## config.mk

```make
export PLATFORM = sky130hd
export DESIGN_NAME = onewire_rom_layer
export DESIGN_NICKNAME = d
export VERILOG_FILES = /design/src/rtl/owr_pkg.sv /design/src/rtl/owr_cmd_decode.sv /design/src/rtl/owr_id_mux.sv /design/src/rtl/onewire_rom_layer.sv
export SDC_FILE = /design/constraint.sdc
export NUM_CORES = 1
export LEC_CHECK = 0
export BUFFER_PORTS_ARGS = -buffer_cell sky130_fd_sc_hd__buf_2
export CORE_MARGIN = 10
export CORE_UTILIZATION = 45
export CTS_BUF_LIST = sky130_fd_sc_hd__clkbuf_16
export CTS_CLUSTER_SIZE = 24
export DETAILED_ROUTE_END_ITERATION = 10
export GPL_ROUTABILITY_DRIVEN = 0
export GPL_TIMING_DRIVEN = 0
export PLACE_DENSITY = 0.73
export SYNTH_ARGS = -nofsm -noshare
export SYNTH_HDL_FRONTEND = slang
export SYNTH_SLANG_ARGS = --single-unit
```

## constraint.sdc

```tcl
create_clock -name clk -period 3.7 [get_ports clk]
set_clock_uncertainty 0.2 [all_clocks]
set_input_delay 0.74 -clock clk [delete_from_list [all_inputs] [get_ports clk]]
set_output_delay 0.74 -clock clk [all_outputs]
set_load 0.02 [all_outputs]
```

## src/rtl/owr_pkg.sv

```systemverilog
package owr_pkg;

    typedef enum logic [2:0] {
        ST_IDLE,
        ST_CMD,
        ST_READ,
        ST_MATCH,
        ST_SRCH,
        ST_MEM
    } owr_state_e;

    typedef enum logic [3:0] {
        OP_READ,
        OP_MATCH,
        OP_SRCH,
        OP_CSRCH,
        OP_SKIP,
        OP_OD_SKIP,
        OP_OD_MATCH,
        OP_RESUME,
        OP_BAD
    } owr_op_e;

    localparam logic [7:0] CODE_READ     = 8'h33;
    localparam logic [7:0] CODE_MATCH    = 8'h55;
    localparam logic [7:0] CODE_SRCH     = 8'hF0;
    localparam logic [7:0] CODE_CSRCH    = 8'hEC;
    localparam logic [7:0] CODE_SKIP     = 8'hCC;
    localparam logic [7:0] CODE_OD_SKIP  = 8'h3C;
    localparam logic [7:0] CODE_OD_MATCH = 8'h69;
    localparam logic [7:0] CODE_RESUME   = 8'hA5;

endpackage

```

## src/rtl/owr_cmd_decode.sv

```systemverilog
module owr_cmd_decode
    import owr_pkg::*;
#(
    parameter int CMD_W = 8
) (
    input  logic [CMD_W-1:0] cmd_byte,
    output owr_op_e          op
);
    always_comb begin
        case (cmd_byte)
            CMD_W'(CODE_READ):     op = OP_READ;
            CMD_W'(CODE_MATCH):    op = OP_MATCH;
            CMD_W'(CODE_SRCH):     op = OP_SRCH;
            CMD_W'(CODE_CSRCH):    op = OP_CSRCH;
            CMD_W'(CODE_SKIP):     op = OP_SKIP;
            CMD_W'(CODE_OD_SKIP):  op = OP_OD_SKIP;
            CMD_W'(CODE_OD_MATCH): op = OP_OD_MATCH;
            CMD_W'(CODE_RESUME):   op = OP_RESUME;
            default:               op = OP_BAD;
        endcase
    end
endmodule

```

## src/rtl/owr_id_mux.sv

```systemverilog
module owr_id_mux #(
    parameter int ID_W  = 64,
    parameter int IDX_W = $clog2(ID_W)
) (
    input  logic [ID_W-1:0]  id,
    input  logic [IDX_W-1:0] idx,
    output logic             id_bit
);
    logic [ID_W-1:0] hit;

    for (genvar g = 0; g < ID_W; g++) begin : g_sel
        assign hit[g] = id[g] & (idx == IDX_W'(g));
    end

    assign id_bit = |hit;
endmodule

```

## src/rtl/onewire_rom_layer.sv

```systemverilog
module onewire_rom_layer
    import owr_pkg::*;
#(
    parameter int ID_W  = 64,
    parameter int CMD_W = 8
) (
    input  logic            clk,
    input  logic            rst_n,
    input  logic            bus_rst,
    input  logic            rst_std,
    input  logic            slot_stb,
    input  logic            slot_bit,
    input  logic            alarm,
    input  logic [ID_W-1:0] rom_id,
    output logic            tx_en,
    output logic            tx_bit,
    output logic            od_mode,
    output logic            mem_en
);
    localparam int IDX_W = ($clog2(ID_W) > $clog2(CMD_W)) ? $clog2(ID_W) : $clog2(CMD_W);
    localparam logic [IDX_W-1:0] ID_LAST  = IDX_W'(ID_W - 1);
    localparam logic [IDX_W-1:0] CMD_LAST = IDX_W'(CMD_W - 1);

    typedef struct packed {
        owr_state_e       st;
        logic [IDX_W-1:0] cnt;
        logic [1:0]       ph;
        logic [CMD_W-1:0] sh;
        logic             od;
        logic             res;
    } ctl_t;

    ctl_t ctl_d, ctl_q;

    logic [CMD_W-1:0] cmd_next;
    owr_op_e          op;
    logic             id_bit;

    assign cmd_next = {slot_bit, ctl_q.sh[CMD_W-1:1]};

    owr_cmd_decode #(.CMD_W(CMD_W)) u_dec (
        .cmd_byte (cmd_next),
        .op       (op)
    );

    owr_id_mux #(.ID_W(ID_W), .IDX_W(IDX_W)) u_mux (
        .id     (rom_id),
        .idx    (ctl_q.cnt),
        .id_bit (id_bit)
    );

    always_comb begin
        ctl_d = ctl_q;
        if (bus_rst) begin
            ctl_d.st  = ST_CMD;
            ctl_d.cnt = '0;
            ctl_d.ph  = '0;
            if (rst_std) ctl_d.od = 1'b0;
        end else if (slot_stb) begin
            case (ctl_q.st)
                ST_CMD: begin
                    ctl_d.sh  = cmd_next;
                    ctl_d.cnt = ctl_q.cnt + IDX_W'(1);
                    if (ctl_q.cnt == CMD_LAST) begin
                        ctl_d.cnt = '0;
                        ctl_d.ph  = '0;
                        case (op)
                            OP_READ:  ctl_d.st = ST_READ;
                            OP_MATCH: ctl_d.st = ST_MATCH;
                            OP_OD_MATCH: begin
                                ctl_d.st = ST_MATCH;
                                ctl_d.od = 1'b1;
                            end
                            OP_SRCH:  ctl_d.st = ST_SRCH;
                            OP_CSRCH: begin
                                if (alarm) begin
                                    ctl_d.st = ST_SRCH;
                                end else begin
                                    ctl_d.st  = ST_IDLE;
                                    ctl_d.res = 1'b0;
                                end
                            end
                            OP_SKIP: begin
                                ctl_d.st  = ST_MEM;
                                ctl_d.res = 1'b0;
                            end
                            OP_OD_SKIP: begin
                                ctl_d.st  = ST_MEM;
                                ctl_d.res = 1'b0;
                                ctl_d.od  = 1'b1;
                            end
                            OP_RESUME: ctl_d.st = ctl_q.res ? ST_MEM : ST_IDLE;
                            default:   ctl_d.st = ST_IDLE;
                        endcase
                    end
                end
                ST_READ: begin
                    if (ctl_q.cnt == ID_LAST) ctl_d.st = ST_MEM;
                    else ctl_d.cnt = ctl_q.cnt + IDX_W'(1);
                end
                ST_MATCH: begin
                    if (slot_bit != id_bit) begin
                        ctl_d.st  = ST_IDLE;
                        ctl_d.res = 1'b0;
                    end else if (ctl_q.cnt == ID_LAST) begin
                        ctl_d.st  = ST_MEM;
                        ctl_d.res = 1'b1;
                    end else begin
                        ctl_d.cnt = ctl_q.cnt + IDX_W'(1);
                    end
                end
                ST_SRCH: begin
                    if (ctl_q.ph != 2'd2) begin
                        ctl_d.ph = ctl_q.ph + 2'd1;
                    end else if (slot_bit != id_bit) begin
                        ctl_d.st  = ST_IDLE;
                        ctl_d.res = 1'b0;
                    end else begin
                        ctl_d.ph = '0;
                        if (ctl_q.cnt == ID_LAST) begin
                            ctl_d.st  = ST_MEM;
                            ctl_d.res = 1'b1;
                        end else begin
                            ctl_d.cnt = ctl_q.cnt + IDX_W'(1);
                        end
                    end
                end
                default: ctl_d = ctl_q;
            endcase
        end
    end

    always_ff @(posedge clk) begin
        if (!rst_n) begin
            ctl_q.st  <= ST_IDLE;
            ctl_q.cnt <= '0;
            ctl_q.ph  <= '0;
            ctl_q.sh  <= '0;
            ctl_q.od  <= 1'b0;
            ctl_q.res <= 1'b0;
        end else begin
            ctl_q <= ctl_d;
        end
    end

    always_comb begin
        tx_en  = 1'b0;
        tx_bit = 1'b1;
        if (ctl_q.st == ST_READ) begin
            tx_en  = 1'b1;
            tx_bit = id_bit;
        end else if (ctl_q.st == ST_SRCH && ctl_q.ph != 2'd2) begin
            tx_en  = 1'b1;
            tx_bit = (ctl_q.ph == 2'd0) ? id_bit : ~id_bit;
        end
    end

    assign od_mode = ctl_q.od;
    assign mem_en  = (ctl_q.st == ST_MEM);

endmodule

```

# == Word level (Yosys, flattened, before mapping) ==
# Index checks and enable logic that the tools add are counted.
# word_totals
inputBits,71
ff_bits,21
out_inout_bits,4
wordCells,227
# op_classes
n_eq_ne,95
mux,32
n_bitwise,67
n_reduce_logical,24
add_sub_neg,2
# op_table
op,count
6-bit equality test (second input constant),32
6-bit by 5-bit equality test with 1-bit output (second input constant),16
1-bit AND,64
64-bit OR reduction,1
6-bit by 4-bit equality test with 1-bit output (second input constant),8
9-bit case mux with 4 select lines,1
8-bit equality test (second input constant),4
4-bit case mux with 8 select lines,1
9-bit two-way mux,3
6-bit by 3-bit equality test with 1-bit output (second input constant),4
19-bit two-way mux,1
3-bit case mux with 6 select lines,1
4-bit by 3-bit equality test with 1-bit output (second input constant),4
8-bit by 6-bit equality test with 1-bit output (second input constant),2
8-bit by 7-bit equality test with 1-bit output (second input constant),2
6-bit by 2-bit equality test with 1-bit output (second input constant),2
1-bit two-way mux,12
3-bit two-way mux,4
6-bit two-way mux,2
3-bit inequality test (second input constant),4
4-bit AND reduction,3
11-bit two-way mux,1
2-bit inequality test (second input constant),5
5-bit AND reduction,2
other kinds (28),41

# == Depth between registers and ports, before layout ==
# Gate-level depths: netlist (run 1).
# logic_depth
depth_word,9
ltp_mapped,13
mapped_depth_nobuf,10

# == By module ==
# Synthesis (run 1) repeated with hierarchy kept, for this count alone.
# unflattened
hier_cells,291
hier_area_um2,2289.7
# by_module_without_submodules
module,instances,area_per_inst_um2,seq_area_each_um2,cells_per_inst
onewire_rom_layer,1,1293.7,400.4,161
owr_id_mux,1,752.0,0.0,102
owr_cmd_decode,1,244.0,0.0,28

# == Least setup slack after synthesis (run 1) ==
# OpenSTA, ideal clock, no wires.
# synth_timing
path_type,in2out
start,in rom_id[37]
end,out tx_bit
stages,8
t_arrival_ns,2.351
path_slack_ns,0.409
n_path_buf,0
t_required_ns,2.760
path_cell_list,mux2_4 -> a311o_1 -> nor4_2 -> a22oi_1 -> nand3_2 -> mux2_2 -> a22oi_1 -> or2_2
# synth_via
elab_chain_cells,6
# synth_lines
element,line,text
"start, declared",onewire_rom_layer.sv:14,"input logic [ID_W-1:0] rom_id,"
1-bit AND (*),owr_id_mux.sv:12,assign hit[g] = id[g] & (idx == IDX_W'(g));
64-bit OR reduction (*),owr_id_mux.sv:15,assign id_bit = |hit;
1-bit inverter,onewire_rom_layer.sv:154,tx_bit = (ctl_q.ph == 2'd0) ? id_bit : ~id_bit;
1-bit two-way mux,onewire_rom_layer.sv:154,
1-bit two-way mux,onewire_rom_layer.sv:152,end else if (ctl_q.st == ST_SRCH && ctl_q.ph != 2'd2) begin
1-bit two-way mux (*),onewire_rom_layer.sv:149,if (ctl_q.st == ST_READ) begin
"end, declared",onewire_rom_layer.sv:16,"output logic tx_bit,"
# Mark *: on every way between the ends. The rest lies on a longest branch, timed or not.

# == Worst setup path in the final report (run 1) ==
# layout_timing
start,reg ctl_q[12] (netlist bit)
end,out tx_bit
# layout_via
elab_chain_cells,7
word_cells_on_any_way,133
cone_classes,63 x eq/ne; 3 x mux; 65 x bitwise; 2 x reduce/logical
# layout_lines
element,line,text
"start, declared",onewire_rom_layer.sv:33,"ctl_t ctl_d, ctl_q;"
"start signal, assigned",onewire_rom_layer.sv:142,ctl_q <= ctl_d;
"6-bit by 1-bit equality test with 1-bit output, or another cell as far along",owr_id_mux.sv:12,
1-bit AND,owr_id_mux.sv:12,
64-bit OR reduction (*),owr_id_mux.sv:15,
1-bit inverter,onewire_rom_layer.sv:154,
1-bit two-way mux,onewire_rom_layer.sv:154,
1-bit two-way mux,onewire_rom_layer.sv:152,
1-bit two-way mux (*),onewire_rom_layer.sv:149,
# Marks and branches as above.

==> impl_table.tex, run 1 <==
\begin{tabular}{lr}
\hline
Metric & Value \\
\hline
\multicolumn{2}{l}{\textbf{Outcome}} \\
Status & completed \\
\multicolumn{2}{l}{\textbf{Synth}} \\
Biggest area consumer among synthesized cells & dfxtp\_1 \\
EDFF count, synth & 0 \\
Avg Synthesized Cell Area & 7.18 sq um \\
Count of distinct cell types in the synthesized netlist & 60 \\
Flip-flop and latch count after synthesis & 20 \\
Proportion of synthesized flip-flops having asynchronous set or reset & 0 \\
Primary FF master, synth & dfxtp\_1 \\
Fraction of the yosys area taken by sequential cells & 0.187 \\
Mapped cell area & 2140 sq um \\
Post-synth top area share & 0.187 \\
Synthesized Nets & 373 \\
Cells after Synth & 298 \\
Synth Warn \# & 0 \\
Top cells by area, synth & dfxtp\_1, nand2\_1, a21oi\_1, mux2i\_1, nor2\_1 \\
\multicolumn{2}{l}{\textbf{Routing}} \\
Number of detailed-routing iterations run before antenna repair & 4 \\
Routed via count divided by cell count & $\sim$6 \\
Detailed-route wire length & 7250 microns \\
WL/cell & 16.6 microns \\
Antenna Violating Nets Remaining & 0 \\
Starting DRC count in detailed routing & 151 \\
Number of DRC violations after detailed routing & 0 \\
Count of vias placed by the detailed router & 2,632 \\
\multicolumn{2}{l}{\textbf{GRT}} \\
Remaining global-route overflow & 0 \\
Via count of the first global-routing pass & 2,440 \\
First-pass GRT wire length & 11,100 microns \\
Number of antenna violations at the first check in global routing & 0 \\
Aggregate global-route resource usage & 0.169 \\
Pin count of the biggest net entering global routing & 12 \\
\multicolumn{2}{l}{\textbf{Setup path}} \\
Count of buffering cells on the critical path with inverters included & 3 \\
Cell family with most CP delay & compound AO/OA/AOI/OAI gates \\
Worst path max stage delay & 0.40 ns \\
Sort of element at the start of the critical path & register \\
Slowest library cell on the worst path & dfxtp\_4 \\
Crit Path Max Fanout & 6 \\
CP Class & reg2out \\
Critical Path, Cell by Cell & inv\_4 > ha\_4 > buf\_8 > a222oi\_1 > nand3\_1 > a31oi\_1 > o2111ai\_1 > nand3\_2 > mux2\_4 > a22oi\_2 > or2\_4 > buf\_6 \\
Worst EP required & 2.76 ns \\
Arrival time at the worst endpoint & 2.70 ns \\
Critical path capture point type & output port \\
\multicolumn{2}{l}{\textbf{Clock tree}} \\
Clock insertion delay at the later pin of the skew report & 0.25 ns \\
Clock-pin slew on the worst setup and hold paths & 0.06 ns \\
Maximum buffer depth of the clock tree & 2 \\
Cell at the root of the clock tree & clkbuf\_16 \\
Total number of clock tree sinks & 20 \\
Number of hold-repair buffers added at the cts stage & 0 \\
Clock tree from TritonCTS & done \\
Clock buffers created by TritonCTS & 3 \\
H-tree level count & 1 \\
\multicolumn{2}{l}{\textbf{Power}} \\
Worst voltage drop across the vdd grid & 0.000169 V \\
Leakage power & around 1.1 nW \\
Post-layout power & 0.553 mW \\
Total power density per cell area & 196 nW/um\^{}2 \\
\multicolumn{2}{l}{\textbf{Die}} \\
Horizontal extent of the die & 89.0 microns \\
Number of ports placed on the die boundary & 75 \\
Initial core utilization & 0.459 \\
Die Y & 89.0 microns \\
Number of standard-cell rows in the floorplan & 25 \\
Placeable core region & approximately 4700 sq um \\
Die Area & 7910 sq um \\
\multicolumn{2}{l}{\textbf{Hold path}} \\
Class of the tightest hold or removal check & reg2reg \\
\multicolumn{2}{l}{\textbf{Placed design}} \\
Cell area after placement & 2580 sq um \\
Total of buffers placed on input and output ports & 74 \\
HPWL Detailed & 5470 microns \\
\multicolumn{2}{l}{\textbf{Timing}} \\
Final-report setup violation count & 0 \\
Setup repair after global routing missed its margin & yes \\
Count of final max-slew check failures & 0 \\
Max Clk Rate & 275 MHz \\
Portion of the clock cycle consumed by the worst path in the final layout & 0.983 \\
Total count of hold-check failures in the final report & 0 \\
Min Tclk post-route & 3.64 ns \\
Transition at the pin with the smallest max-transition slack & $\sim$0.62 ns \\
Headroom to the max-slew limit & 0.581 \\
\multicolumn{2}{l}{\textbf{Final layout}} \\
Cell area after layout & 2810 sq um \\
Final net count & 459 \\
Layout cells sized above 1 & 0.295 \\
Layout-stage area growth over the synthesis result & 31.5\% \\
Number of antenna diodes & 0 \\
Final-layout fill cell count & around 450 \\
\multicolumn{2}{l}{\textbf{Flow run}} \\
Max-cap violations & 0 \\
\hline
\end{tabular}
-- routing by layer --
metal / up-vias / share of wire / GRT usage
met2: 138 / 0.45 / 0.275
met3: 16 / 0.12 / 0.0383
met1: 1181 / 0.42 / 0.215
met5: - / 0 / 0
met4: 0 / 0.019 / 0.0535
li1: 1297 / - / -
-- Yosys cell counts (all sizes together) (3+ instances only) --
master	count
a22o	3
o211ai	3
nand4	4
nor4	4
o21ai	12
a21oi	23
buf	10
a22oi	9
nand3	14
o31ai	5
o21a	3
nor4b	3
nor3b	3
clkbuf	16
ha	4
a222oi	5
a31oi	4
nor4bb	4
nor2	24
nand3b	5
nor3	3
a211oi	3
nand2	34
dfxtp	20
inv	9
mux2i	11
nand2b	10
a221oi	5
nor2b	13
-- cells in the final DEF, fill, tap and decap left out, drive strengths merged, types with 2 or more instances in the layout --
cell	count
nand2b	10
nand4b	2
nand4	4
ha	4
nor4	4
nor4bb	4
nor3b	3
a222oi	5
dfxtp	20
xnor2	2
o21a	3
o31ai	5
a22o	3
a22oi	9
mux2i	11
nand3b	5
o311ai	2
nand3	14
nor3	3
mux2	2
a211oi	3
o211ai	3
or4	2
a21oi	23
o22ai	2
a31oi	4
nor2	24
or3	2
buf	91
inv	9
clkbuf	19
nor4b	3
nor2b	13
o21ai	12
nand2	34
a221oi	5
and3	2
-- metrics by stage --
stage | worst slack (ns) | hold slack (ns) | cells | util | TNS (ns)
after detailed placement | 0.0733 | 0.308 | 426 | 0.553 | 0
after CTS | 0.00878 | 0.324 | 431 | 0.575 | 0
final | 0.0628 | 0.316 | 437 | 0.604 | 0
after floorplan | 0.409 | 0.290 | 298 | - | 0
after global placement | 0.0640 | 0.292 | 426 | 0.553 | 0
after global routing | -0.0367 | 0.360 | 437 | 0.604 | -0.0367
-- state kept, by name (all words and copies together), names as in the netlist --
signal and count:
cmd_next 7, ctl_q 12, od_mode 1
-- final cells by class --
| type | instances | area, sq um | area share |
|---|---|---|---|
| well taps | 54 | 67.6 | 0.0240 |
| clock buffers | 3 | 75.1 | 0.0267 |
| multi-input cells | 243 | 1630 | 0.580 |
| repair buffers | 81 | 429 | 0.153 |
| plain buffers | 26 | 159 | 0.0565 |
| inverters | 9 | 38.8 | 0.0138 |
| clock inverters | 1 | 3.75 | 0.00133 |
| flip-flops and latches | 20 | 408 | 0.145 |
-- final timing paths --
check	from	to	slack, ns	depth (start not counted)
hold reg to reg	od_mode$_SDFFE_PN0P_	od_mode$_SDFFE_PN0P_	0.32	2
hold / removal	od_mode$_SDFFE_PN0P_	od_mode$_SDFFE_PN0P_	0.32	2
setup reg to reg	ctl_q[12]$_SDFFE_PP0P_	ctl_q[12]$_SDFFE_PP0P_	0.63	12
setup / recovery	ctl_q[12]$_SDFFE_PP0P_	tx_bit	0.06	12
-- power by group --
part / internal, mW / leakage (nW) / switching [mW]
Combinational: 0.0559 / 0.850 / 0.0507
Sequential: 0.216 / 0.163 / 0.00159
Clock: 0.144 / 0.0385 / 0.0844
Total: 0.416 / 1.05 / 0.137
-- timing repair --
action                                  4_1_cts  5_1_grt
pin swaps                                     1       12
setup buffers                                 1        6
gates resized for setup                       9       26
endpoints found under the setup margin        1        1
-- kinds of logic (layout without fill, tap and decap cells) --
kind of cell | count (synthesis) | in the layout | share of synthesized area
simple gates | 131 | 131 | 0.329
compound gates | 91 | 91 | 0.295
buf+inv | 35 | 120 | 0.0784
flops | 20 | 20 | 0.187
mux | 14 | 14 | 0.0743
fa+ha+maj | 4 | 4 | 0.0234
xor+xnor | 3 | 3 | 0.0123
-- tightest hold or removal path, delay by kind of cell (launching register included) --
kind | cells | cell delay (ns)
simple gates | 1 | 0.10
flops | 1 | 0.33
compound gates | 1 | 0.06
(Power assumes the default switching activity.)
==> run 2, diff against run 1 <==
--- a/config.mk
+++ b/config.mk
@@ -5,6 +5,7 @@
 export SDC_FILE = /design/constraint.sdc
 export NUM_CORES = 1
 export LEC_CHECK = 0
+export ABC_AREA = 1
 export BUFFER_PORTS_ARGS = -buffer_cell sky130_fd_sc_hd__buf_2
 export CORE_MARGIN = 10
 export CORE_UTILIZATION = 45
@@ -13,7 +14,7 @@
 export DETAILED_ROUTE_END_ITERATION = 10
 export GPL_ROUTABILITY_DRIVEN = 0
 export GPL_TIMING_DRIVEN = 0
-export PLACE_DENSITY = 0.73
+export PLACE_DENSITY = 0.72
 export SYNTH_ARGS = -nofsm -noshare
 export SYNTH_HDL_FRONTEND = slang
 export SYNTH_SLANG_ARGS = --single-unit
==> run 2 against run 1 <==
Net effect: sequential share of layout area decreased by 0.41 points; synthesized cell count increased by 30%; routed wire length increased by 2.7%; largest cell class unchanged; setup slack improved by 0.10 ns; die area increased by 5.6%; register-to-register slack improved by 0.37 ns; final cell count increased by 21%; final area increased by 1.3%; clock-buffer cell count unchanged; maximum frequency increased by 2.9%; clock power increased by 29%.
==> impl_table.tex, run 2 <==
\begin{tabular}{lr}
\hline
Metric & Value \\
\hline
\multicolumn{2}{l}{\textbf{Synth}} \\
Count of distinct cell types in the synthesized netlist & 36 (was 60) \\
Synthesized Nets & 461 (was 373) \\
Primary FF master, synth & dfxtp\_1 (unchanged) \\
Mapped cell area & 2300 sq um (was 2140 sq um) \\
Flip-flop and latch count after synthesis & 20 (unchanged) \\
Biggest area consumer among synthesized cells & dfxtp\_1 (unchanged) \\
Proportion of synthesized flip-flops having asynchronous set or reset & 0 (unchanged) \\
Top cells by area, synth & dfxtp\_1, nand2\_1, nor2\_1, nand4\_1, inv\_1 (was dfxtp\_1, nand2\_1, a21oi\_1, mux2i\_1, nor2\_1) \\
Synth Warn \# & 0 (unchanged) \\
Post-synth top area share & 0.174 (was 0.187) \\
EDFF count, synth & 0 (unchanged) \\
Count leader, synth & nand2\_1 (unchanged) \\
Synth cell count leaders & nand2\_1, nor2\_1, inv\_1 (was nand2\_1, nor2\_1, a21oi\_1) \\
Fraction of the yosys area taken by sequential cells & 0.174 (was 0.187) \\
Cells after Synth & 386 (was 298) \\
Avg Synthesized Cell Area & 5.95 sq um (was 7.18 sq um) \\
\multicolumn{2}{l}{\textbf{GRT}} \\
Remaining global-route overflow & 0 (unchanged) \\
Pin count of the biggest net entering global routing & 13 (was 12) \\
Via count of the first global-routing pass & 2,663 (was 2,440) \\
Number of antenna violations at the first check in global routing & 0 (unchanged) \\
First-pass GRT wire length & 12,600 microns (was 11,100 microns) \\
Aggregate global-route resource usage & 0.173 (was 0.169) \\
\multicolumn{2}{l}{\textbf{Timing}} \\
Max Clk Rate & 283 MHz (was 275 MHz) \\
Accumulated negative setup slack & 0 ns (unchanged) \\
Transition at the pin with the smallest max-transition slack & 0.594 ns (was 0.620 ns) \\
Setup repair after global routing missed its margin & no (was yes) \\
Total count of hold-check failures in the final report & 0 (unchanged) \\
Final-report setup violation count & 0 (unchanged) \\
Portion of the clock cycle consumed by the worst path in the final layout & 0.955 (was 0.983) \\
Min Tclk post-route & 3.53 ns (was 3.64 ns) \\
Headroom to the max-slew limit & 0.601 (was 0.581) \\
Count of final max-slew check failures & 0 (unchanged) \\
\multicolumn{2}{l}{\textbf{Die}} \\
Initial core utilization & 0.474 (was 0.459) \\
Horizontal extent of the die & 91.4 microns (was 89.0 microns) \\
Die Y & 91.4 microns (was 89.0 microns) \\
Placeable core region & 4850 sq um (was 4660 sq um) \\
Die Area & 8360 sq um (was 7910 sq um) \\
Number of ports placed on the die boundary & 75 (unchanged) \\
Number of standard-cell rows in the floorplan & 25 (unchanged) \\
\multicolumn{2}{l}{\textbf{Power}} \\
Internal Pwr Total & 0.509 mW (was 0.416 mW) \\
Post-layout power & 0.702 mW (was 0.553 mW) \\
Switching power of the nets & 0.194 mW (was 0.137 mW) \\
Share of total power in combinational logic & 0.250 (was 0.193) \\
Leakage power & 1.48 nW (was 1.05 nW) \\
Sequential cell fraction of total power & 0.329 (was 0.394) \\
Total power density per cell area & 246 nW/um\^{}2 (was 196 nW/um\^{}2) \\
Switching Fraction & 0.276 (was 0.247) \\
Worst voltage drop across the vdd grid & 0.000255 V (was 0.000169 V) \\
Clock network power share & 0.421 (was 0.413) \\
\multicolumn{2}{l}{\textbf{Setup path}} \\
Critical path capture point type & output port (unchanged) \\
Worst path max stage delay & 0.42 ns (was 0.40 ns) \\
Arrival time at the worst endpoint & 2.59 ns (was 2.70 ns) \\
Crit Path Max Fanout & 10 (was 6) \\
Sort of element at the start of the critical path & register (unchanged) \\
CP Class & reg2out (unchanged) \\
CP Launch Point & ctl\_q[13]\$\_SDFFE\_PP0P\_ (was ctl\_q[12]\$\_SDFFE\_PP0P\_) \\
Worst EP required & 2.76 ns (about the same) \\
Slowest library cell on the worst path & dfxtp\_1 (was dfxtp\_4) \\
Worst flop-to-flop path startpoint & ctl\_q[13]\$\_SDFFE\_PP0P\_ (was ctl\_q[12]\$\_SDFFE\_PP0P\_) \\
Critical Path, Cell by Cell & inv\_1 > ha\_1 > buf\_2 > nand4\_1 > nand2\_1 > nor2\_1 > nand2\_1 > nor2\_1 > nor2\_1 > nor2\_2 > nand2\_1 > o311ai\_0 > buf\_2 (was inv\_4 > ha\_4 > buf\_8 > a222oi\_1 > nand3\_1 > a31oi\_1 > o2111ai\_1 > nand3\_2 > mux2\_4 > a22oi\_2 > or2\_4 > buf\_6) \\
\multicolumn{2}{l}{\textbf{Final layout}} \\
Final instance count without filler cells & 530 (was 437) \\
Commonest non-fill, non-tap cell in the layout & nand2\_1 (was buf\_2) \\
Layout-stage area growth over the synthesis result & 24.2\% (was 31.5\%) \\
Flip-flop count of the largest register after layout & 12 (unchanged) \\
Commonest cells after routing, fill and taps aside & nand2\_1, buf\_2, nor2\_1 (was buf\_2, nand2\_1, nor2\_1) \\
Register with the most flip-flops & ctl\_q (unchanged) \\
Number of antenna diodes & 0 (unchanged) \\
Layout cells sized above 1 & 0.272 (was 0.295) \\
Final-layout fill cell count & 492 (was 445) \\
Final net count & 539 (was 459) \\
Fraction of the core area covered by cells at the end of the flow & 0.588 (was 0.604) \\
\multicolumn{2}{l}{\textbf{Placed design}} \\
Placed Instances & 526 (was 426) \\
HPWL Detailed & 6010 microns (was 5470 microns) \\
Total of buffers placed on input and output ports & 73 (was 74) \\
\multicolumn{2}{l}{\textbf{Flow run}} \\
Max-cap violations & 0 (unchanged) \\
\multicolumn{2}{l}{\textbf{Clock tree}} \\
H-tree level count & 1 (unchanged) \\
Cell at the root of the clock tree & clkbuf\_16 (unchanged) \\
Clock insertion delay at the later pin of the skew report & 0.25 ns (about the same) \\
Maximum buffer depth of the clock tree & 2 (unchanged) \\
Post-CTS repair timing setup buffer count & 0 (was 1) \\
Number of hold-repair buffers added at the cts stage & 0 (unchanged) \\
Total number of clock tree sinks & 20 (unchanged) \\
Clock buffers created by TritonCTS & 3 (unchanged) \\
Clock-pin slew on the worst setup and hold paths & 0.06 ns (about the same) \\
Count of cells resized by post-cts repair & 0 (was 9) \\
Clock tree from TritonCTS & done (unchanged) \\
\multicolumn{2}{l}{\textbf{Hold path}} \\
Class of the tightest hold or removal check & reg2reg (unchanged) \\
Worst Hold Launch & ctl\_q[11]\$\_SDFFE\_PP0P\_ (was od\_mode\$\_SDFFE\_PN0P\_) \\
\multicolumn{2}{l}{\textbf{Routing}} \\
Antenna Violating Nets Remaining & 0 (unchanged) \\
WL/cell & 14.1 microns (was 16.6 microns) \\
Count of vias placed by the detailed router & 2,779 (was 2,632) \\
Routed via count divided by cell count & 5.24 (was 6.02) \\
Number of DRC violations after detailed routing & 0 (unchanged) \\
Number of detailed-routing iterations run before antenna repair & 4 (unchanged) \\
Detailed-route wire length & 7450 microns (was 7250 microns) \\
Starting DRC count in detailed routing & 251 (was 151) \\
\multicolumn{2}{l}{\textbf{Outcome}} \\
Status & completed (unchanged) \\
\hline
\end{tabular}
## run 2: final timing paths
path	endpoint	slack, ns	cells past startpoint
worst max-delay path	tx_bit	0.17	13
worst min-delay path	ctl_q[11]$_SDFFE_PP0P_	0.28	2
worst max register to register	ctl_q[16]$_SDFFE_PP0P_	1.00	19
worst min register to register	ctl_q[11]$_SDFFE_PP0P_	0.28	2
## run 2: layout make-up
cell class,count,area [sq um],share of cell area
inverters,48,190,0.0667
clock buffers,3,75.1,0.0263
multi-input cells,305,1590,0.557
flip-flops and latches,20,402,0.141
well taps,67,83.8,0.0294
clock inverters,1,30.0,0.0105
plain buffers,13,116,0.0408
repair buffers,73,365,0.128
## run 2: logic make-up after synthesis
| group | share of synthesized area |
|---|---|
| compound gates | 0.0888 |
| xor+xnor | 0.0114 |
| fa+ha+maj | 0.0218 |
| buf+inv | 0.134 |
| flops | 0.174 |
| simple gates | 0.570 |
## run 2: power groups by stage
| stage | combinational (mW) | sequential (mW) | clock [mW] |
|---|---|---|---|
| floorplan | 0.109 | 0.234 | 0 |
| global placement | 0.171 | 0.235 | 0 |
| detailed placement | 0.173 | 0.235 | 0 |
| CTS | 0.174 | 0.231 | 0.306 |
| global route | 0.195 | 0.232 | 0.316 |
| finish | 0.175 | 0.231 | 0.296 |
## run 2: routing by layer
| metal | GRT usage | up-vias | part of all wire |
|---|---|---|---|
| li1 | - | 1434 | - |
| met3 | 0.0321 | 6 | 0.066 |
| met2 | 0.300 | 93 | 0.48 |
| met4 | 0.0248 | 0 | 0.0056 |
| met5 | 0 | - | 0 |
| met1 | 0.220 | 1246 | 0.45 |
## run 2: worst max-delay path, delay by kind of cell (launching register included)
family	cells	cell delay, ns
AOI/OAI and AO/OA	1	0.29
and+or+nand+nor	8	0.86
adders and majority gates	1	0.23
buffers and inverters	3	0.54
DFF	1	0.42
## run 2: through the flow
stage	area [sq um]	setup slack, ns	hold slack (ns)
CTS	2850	0.170	0.282
global route	2850	0.00153	0.307
global placement	2750	0.551	0.271
finish	2850	0.166	0.280
floorplan	2300	0.441	0.253
detailed placement	2750	0.468	0.273
==> run 3, diff against run 2 <==
==> constraint.sdc (replaced) <==
create_clock -name clk -period 3.7 [get_ports clk]
set_clock_uncertainty 0.2 [all_clocks]
set_input_delay 0 -clock clk [delete_from_list [all_inputs] [get_ports clk]]
set_output_delay 0 -clock clk [all_outputs]
set_load 0.02 [all_outputs]
==> run 3 against run 2 <==
Net effect: non-clock buffer count rose by 9; first-iteration DRC count down 8.0%; worst hold slack got worse by 0.22 ns; routed wire length up 2.1%; final cell count up 1.7%; setup slack improved by 0.35 ns; die area unchanged; combinational power rose by 5%; total power increased by 1.2%; critical path depth is 5 higher; via count up 2.5%; highest routed layer unchanged.
==> impl_table.tex, run 3 (synthesis gave the netlist of run 2 again) <==
\begin{tabular}{lr}
\hline
Metric & Value \\
\hline
\multicolumn{2}{l}{\textbf{Clock tree}} \\
Clock tree from TritonCTS & done (unchanged) \\
Maximum buffer depth of the clock tree & 2 (unchanged) \\
Clock buffers created by TritonCTS & 3 (unchanged) \\
Clock insertion delay at the later pin of the skew report & 0.25 ns (about the same) \\
Total number of clock tree sinks & 20 (unchanged) \\
Cell at the root of the clock tree & clkbuf\_16 (unchanged) \\
H-tree level count & 1 (unchanged) \\
Clock-pin slew on the worst setup and hold paths & 0.06 ns (about the same) \\
\multicolumn{2}{l}{\textbf{Routing}} \\
Count of vias placed by the detailed router & 2,849 (was 2,779) \\
Detailed-route wire length & 7600 microns (was 7450 microns) \\
Starting DRC count in detailed routing & 231 (was 251) \\
WL/cell & 14.1 microns (about the same) \\
Antenna Violating Nets Remaining & 0 (unchanged) \\
Number of detailed-routing iterations run before antenna repair & 5 (was 4) \\
Number of DRC violations after detailed routing & 0 (unchanged) \\
Routed via count divided by cell count & 5.29 (was 5.24) \\
\multicolumn{2}{l}{\textbf{Power}} \\
Leakage power & 1.52 nW (was 1.48 nW) \\
Worst voltage drop across the vdd grid & 0.000253 V (was 0.000255 V) \\
Total power density per cell area & 242 nW/um\^{}2 (was 246 nW/um\^{}2) \\
\multicolumn{2}{l}{\textbf{Timing}} \\
Tightest hold margin & 0.0559 ns (was 0.280 ns) \\
Max Clk Rate & 314 MHz (was 283 MHz) \\
Transition at the pin with the smallest max-transition slack & 0.563 ns (was 0.594 ns) \\
Min Tclk post-route & 3.18 ns (was 3.53 ns) \\
Headroom to the max-slew limit & 0.622 (was 0.601) \\
Total count of hold-check failures in the final report & 0 (unchanged) \\
Count of final max-slew check failures & 0 (unchanged) \\
Accumulated negative setup slack & 0 ns (unchanged) \\
Final-report setup violation count & 0 (unchanged) \\
Portion of the clock cycle consumed by the worst path in the final layout & 0.860 (was 0.955) \\
Setup repair after global routing missed its margin & no (unchanged) \\
\multicolumn{2}{l}{\textbf{Die}} \\
Initial core utilization & 0.474 (unchanged) \\
Die Area & 8360 sq um (unchanged) \\
Number of ports placed on the die boundary & 75 (unchanged) \\
Horizontal extent of the die & 91.4 microns (unchanged) \\
Number of standard-cell rows in the floorplan & 25 (unchanged) \\
Placeable core region & 4850 sq um (unchanged) \\
Die Y & 91.4 microns (unchanged) \\
\multicolumn{2}{l}{\textbf{Final layout}} \\
Layout cells sized above 1 & 0.265 (was 0.272) \\
Flip-flop count of the largest register after layout & 12 (unchanged) \\
Register Area & 400 sq um (was 402 sq um) \\
Final net count & 548 (was 539) \\
Commonest cells after routing, fill and taps aside & nand2\_1, buf\_2, nor2\_1 (unchanged) \\
Number of antenna diodes & 0 (unchanged) \\
Cell area after layout & 2940 sq um (was 2850 sq um) \\
Layout-stage area growth over the synthesis result & 28.1\% (was 24.2\%) \\
Combined area of the multi-input logic cells & 1590 sq um (unchanged) \\
Final instance count without filler cells & 539 (was 530) \\
Commonest non-fill, non-tap cell in the layout & nand2\_1 (unchanged) \\
Register with the most flip-flops & ctl\_q (unchanged) \\
Final-layout fill cell count & 480 (was 492) \\
\multicolumn{2}{l}{\textbf{Setup path}} \\
Count of buffering cells on the critical path with inverters included & 3 (unchanged) \\
Slowest library cell on the worst path & dlygate4sd3\_1 (was dfxtp\_1) \\
Arrival time at the worst endpoint & 3.11 ns (was 2.59 ns) \\
Crit Path Max Fanout & 10 (unchanged) \\
Worst path max stage delay & 0.58 ns (was 0.42 ns) \\
Sort of element at the start of the critical path & register (unchanged) \\
CP Class & reg2reg (was reg2out) \\
Cell family with most CP delay & simple AND/OR/NAND/NOR gates (unchanged) \\
Library cell appearing most often on the critical path & nand2\_1 \\
Worst EP required & 3.63 ns (was 2.76 ns) \\
Critical path capture point type & register (was output port) \\
Critical Path, Cell by Cell & inv\_1 > ha\_1 > buf\_2 > nand4\_1 > nand2\_1 > nor2\_1 > nand2\_1 > nor2\_1 > nor2\_1 > nor2\_2 > nand2\_1 > nand2\_2 > nand2\_4 > nand3\_1 > nand3\_1 > nand2\_1 > a21oi\_1 > dlygate4sd3\_1 (was inv\_1 > ha\_1 > buf\_2 > nand4\_1 > nand2\_1 > nor2\_1 > nand2\_1 > nor2\_1 > nor2\_1 > nor2\_2 > nand2\_1 > o311ai\_0 > buf\_2) \\
\multicolumn{2}{l}{\textbf{GRT}} \\
Number of antenna violations at the first check in global routing & 0 (unchanged) \\
Via count of the first global-routing pass & 2,728 (was 2,663) \\
First-pass GRT wire length & 12,900 microns (was 12,600 microns) \\
Remaining global-route overflow & 0 (unchanged) \\
Aggregate global-route resource usage & 0.178 (was 0.173) \\
Pin count of the biggest net entering global routing & 13 (unchanged) \\
\multicolumn{2}{l}{\textbf{Outcome}} \\
Status & completed (unchanged) \\
\multicolumn{2}{l}{\textbf{Hold path}} \\
Class of the tightest hold or removal check & in2reg (was reg2reg) \\
\multicolumn{2}{l}{\textbf{Placed design}} \\
HPWL Detailed & 6010 microns (unchanged) \\
Total of buffers placed on input and output ports & 73 (unchanged) \\
Cell area after placement & 2750 sq um (unchanged) \\
Placed Instances & 526 (unchanged) \\
\multicolumn{2}{l}{\textbf{Flow run}} \\
Max-cap violations & 0 (unchanged) \\
\hline
\end{tabular}
## run 3: final cells by class
cell class,instances,share of cell area
Tap cell,67,0.0285
Timing Repair Buffer,82,0.155
Sequential cell,20,0.136
Multi-Input combinational cell,305,0.540
Clock inverter,1,0.0102
Buffer,13,0.0396
Inverter,48,0.0647
Clock buffer,3,0.0255
## run 3: report_power, final
group          switching, mW  leakage (nW)  internal, mW  total [mW]
Sequential           0.00778         0.162         0.223       0.231
Clock                 0.0822        0.0511         0.215       0.297
Combinational          0.106          1.30        0.0767       0.183
## run 3: path summary, 6_finish.rpt
path	startpoint	to	slack, ns	cells after the start
min	alarm	ctl_q[20]$_SDFFE_PP0P_	0.06	7
max reg2reg	ctl_q[12]$_SDFFE_PP0P_	ctl_q[18]$_SDFFE_PN0P_	0.52	18
min reg2reg	ctl_q[11]$_SDFFE_PP0P_	ctl_q[11]$_SDFFE_PP0P_	0.28	2
max	ctl_q[12]$_SDFFE_PP0P_	ctl_q[18]$_SDFFE_PN0P_	0.52	18
## run 3: through the flow
step / power [mW] / utilization / setup slack (ns)
2_1_floorplan: 0.343 / - / 1.18
3_3_place_gp: 0.406 / 0.566 / 1.10
3_5_place_dp: 0.408 / 0.566 / 1.04
4_1_cts: 0.718 / 0.606 / 0.614
5_1_grt: 0.751 / 0.606 / 0.305
6_report: 0.711 / 0.606 / 0.518
## run 3: worst register-to-register path, cell delays in order (launching register included)
cell	delay [ns]
dfxtp_1	0.40
inv_1	0.12
ha_1	0.25
buf_2	0.21
nand4_1	0.12
nand2_1	0.07
nor2_1	0.15
nand2_1	0.10
nor2_1	0.11
nor2_1	0.05
nor2_2	0.14
nand2_1	0.12
nand2_2	0.11
nand2_4	0.07
nand3_1	0.07
nand3_1	0.07
nand2_1	0.06
a21oi_1	0.07
dlygate4sd3_1	0.58
## run 3: repair_timing
item / in CTS / in global routing
endpoints found under the hold margin: 15 / 0
hold buffers: 9 / 0
resized for setup: 0 / 0
buffers inserted: 0 / 0
## run 3: layer usage
layer / track usage / vias up / share of wire
met4: 0.0248 / 0 / 0.013
met5: 0 / - / 0
met2: 0.312 / 111 / 0.48
met3: 0.0321 / 16 / 0.069
li1: - / 1454 / -
met1: 0.224 / 1268 / 0.44
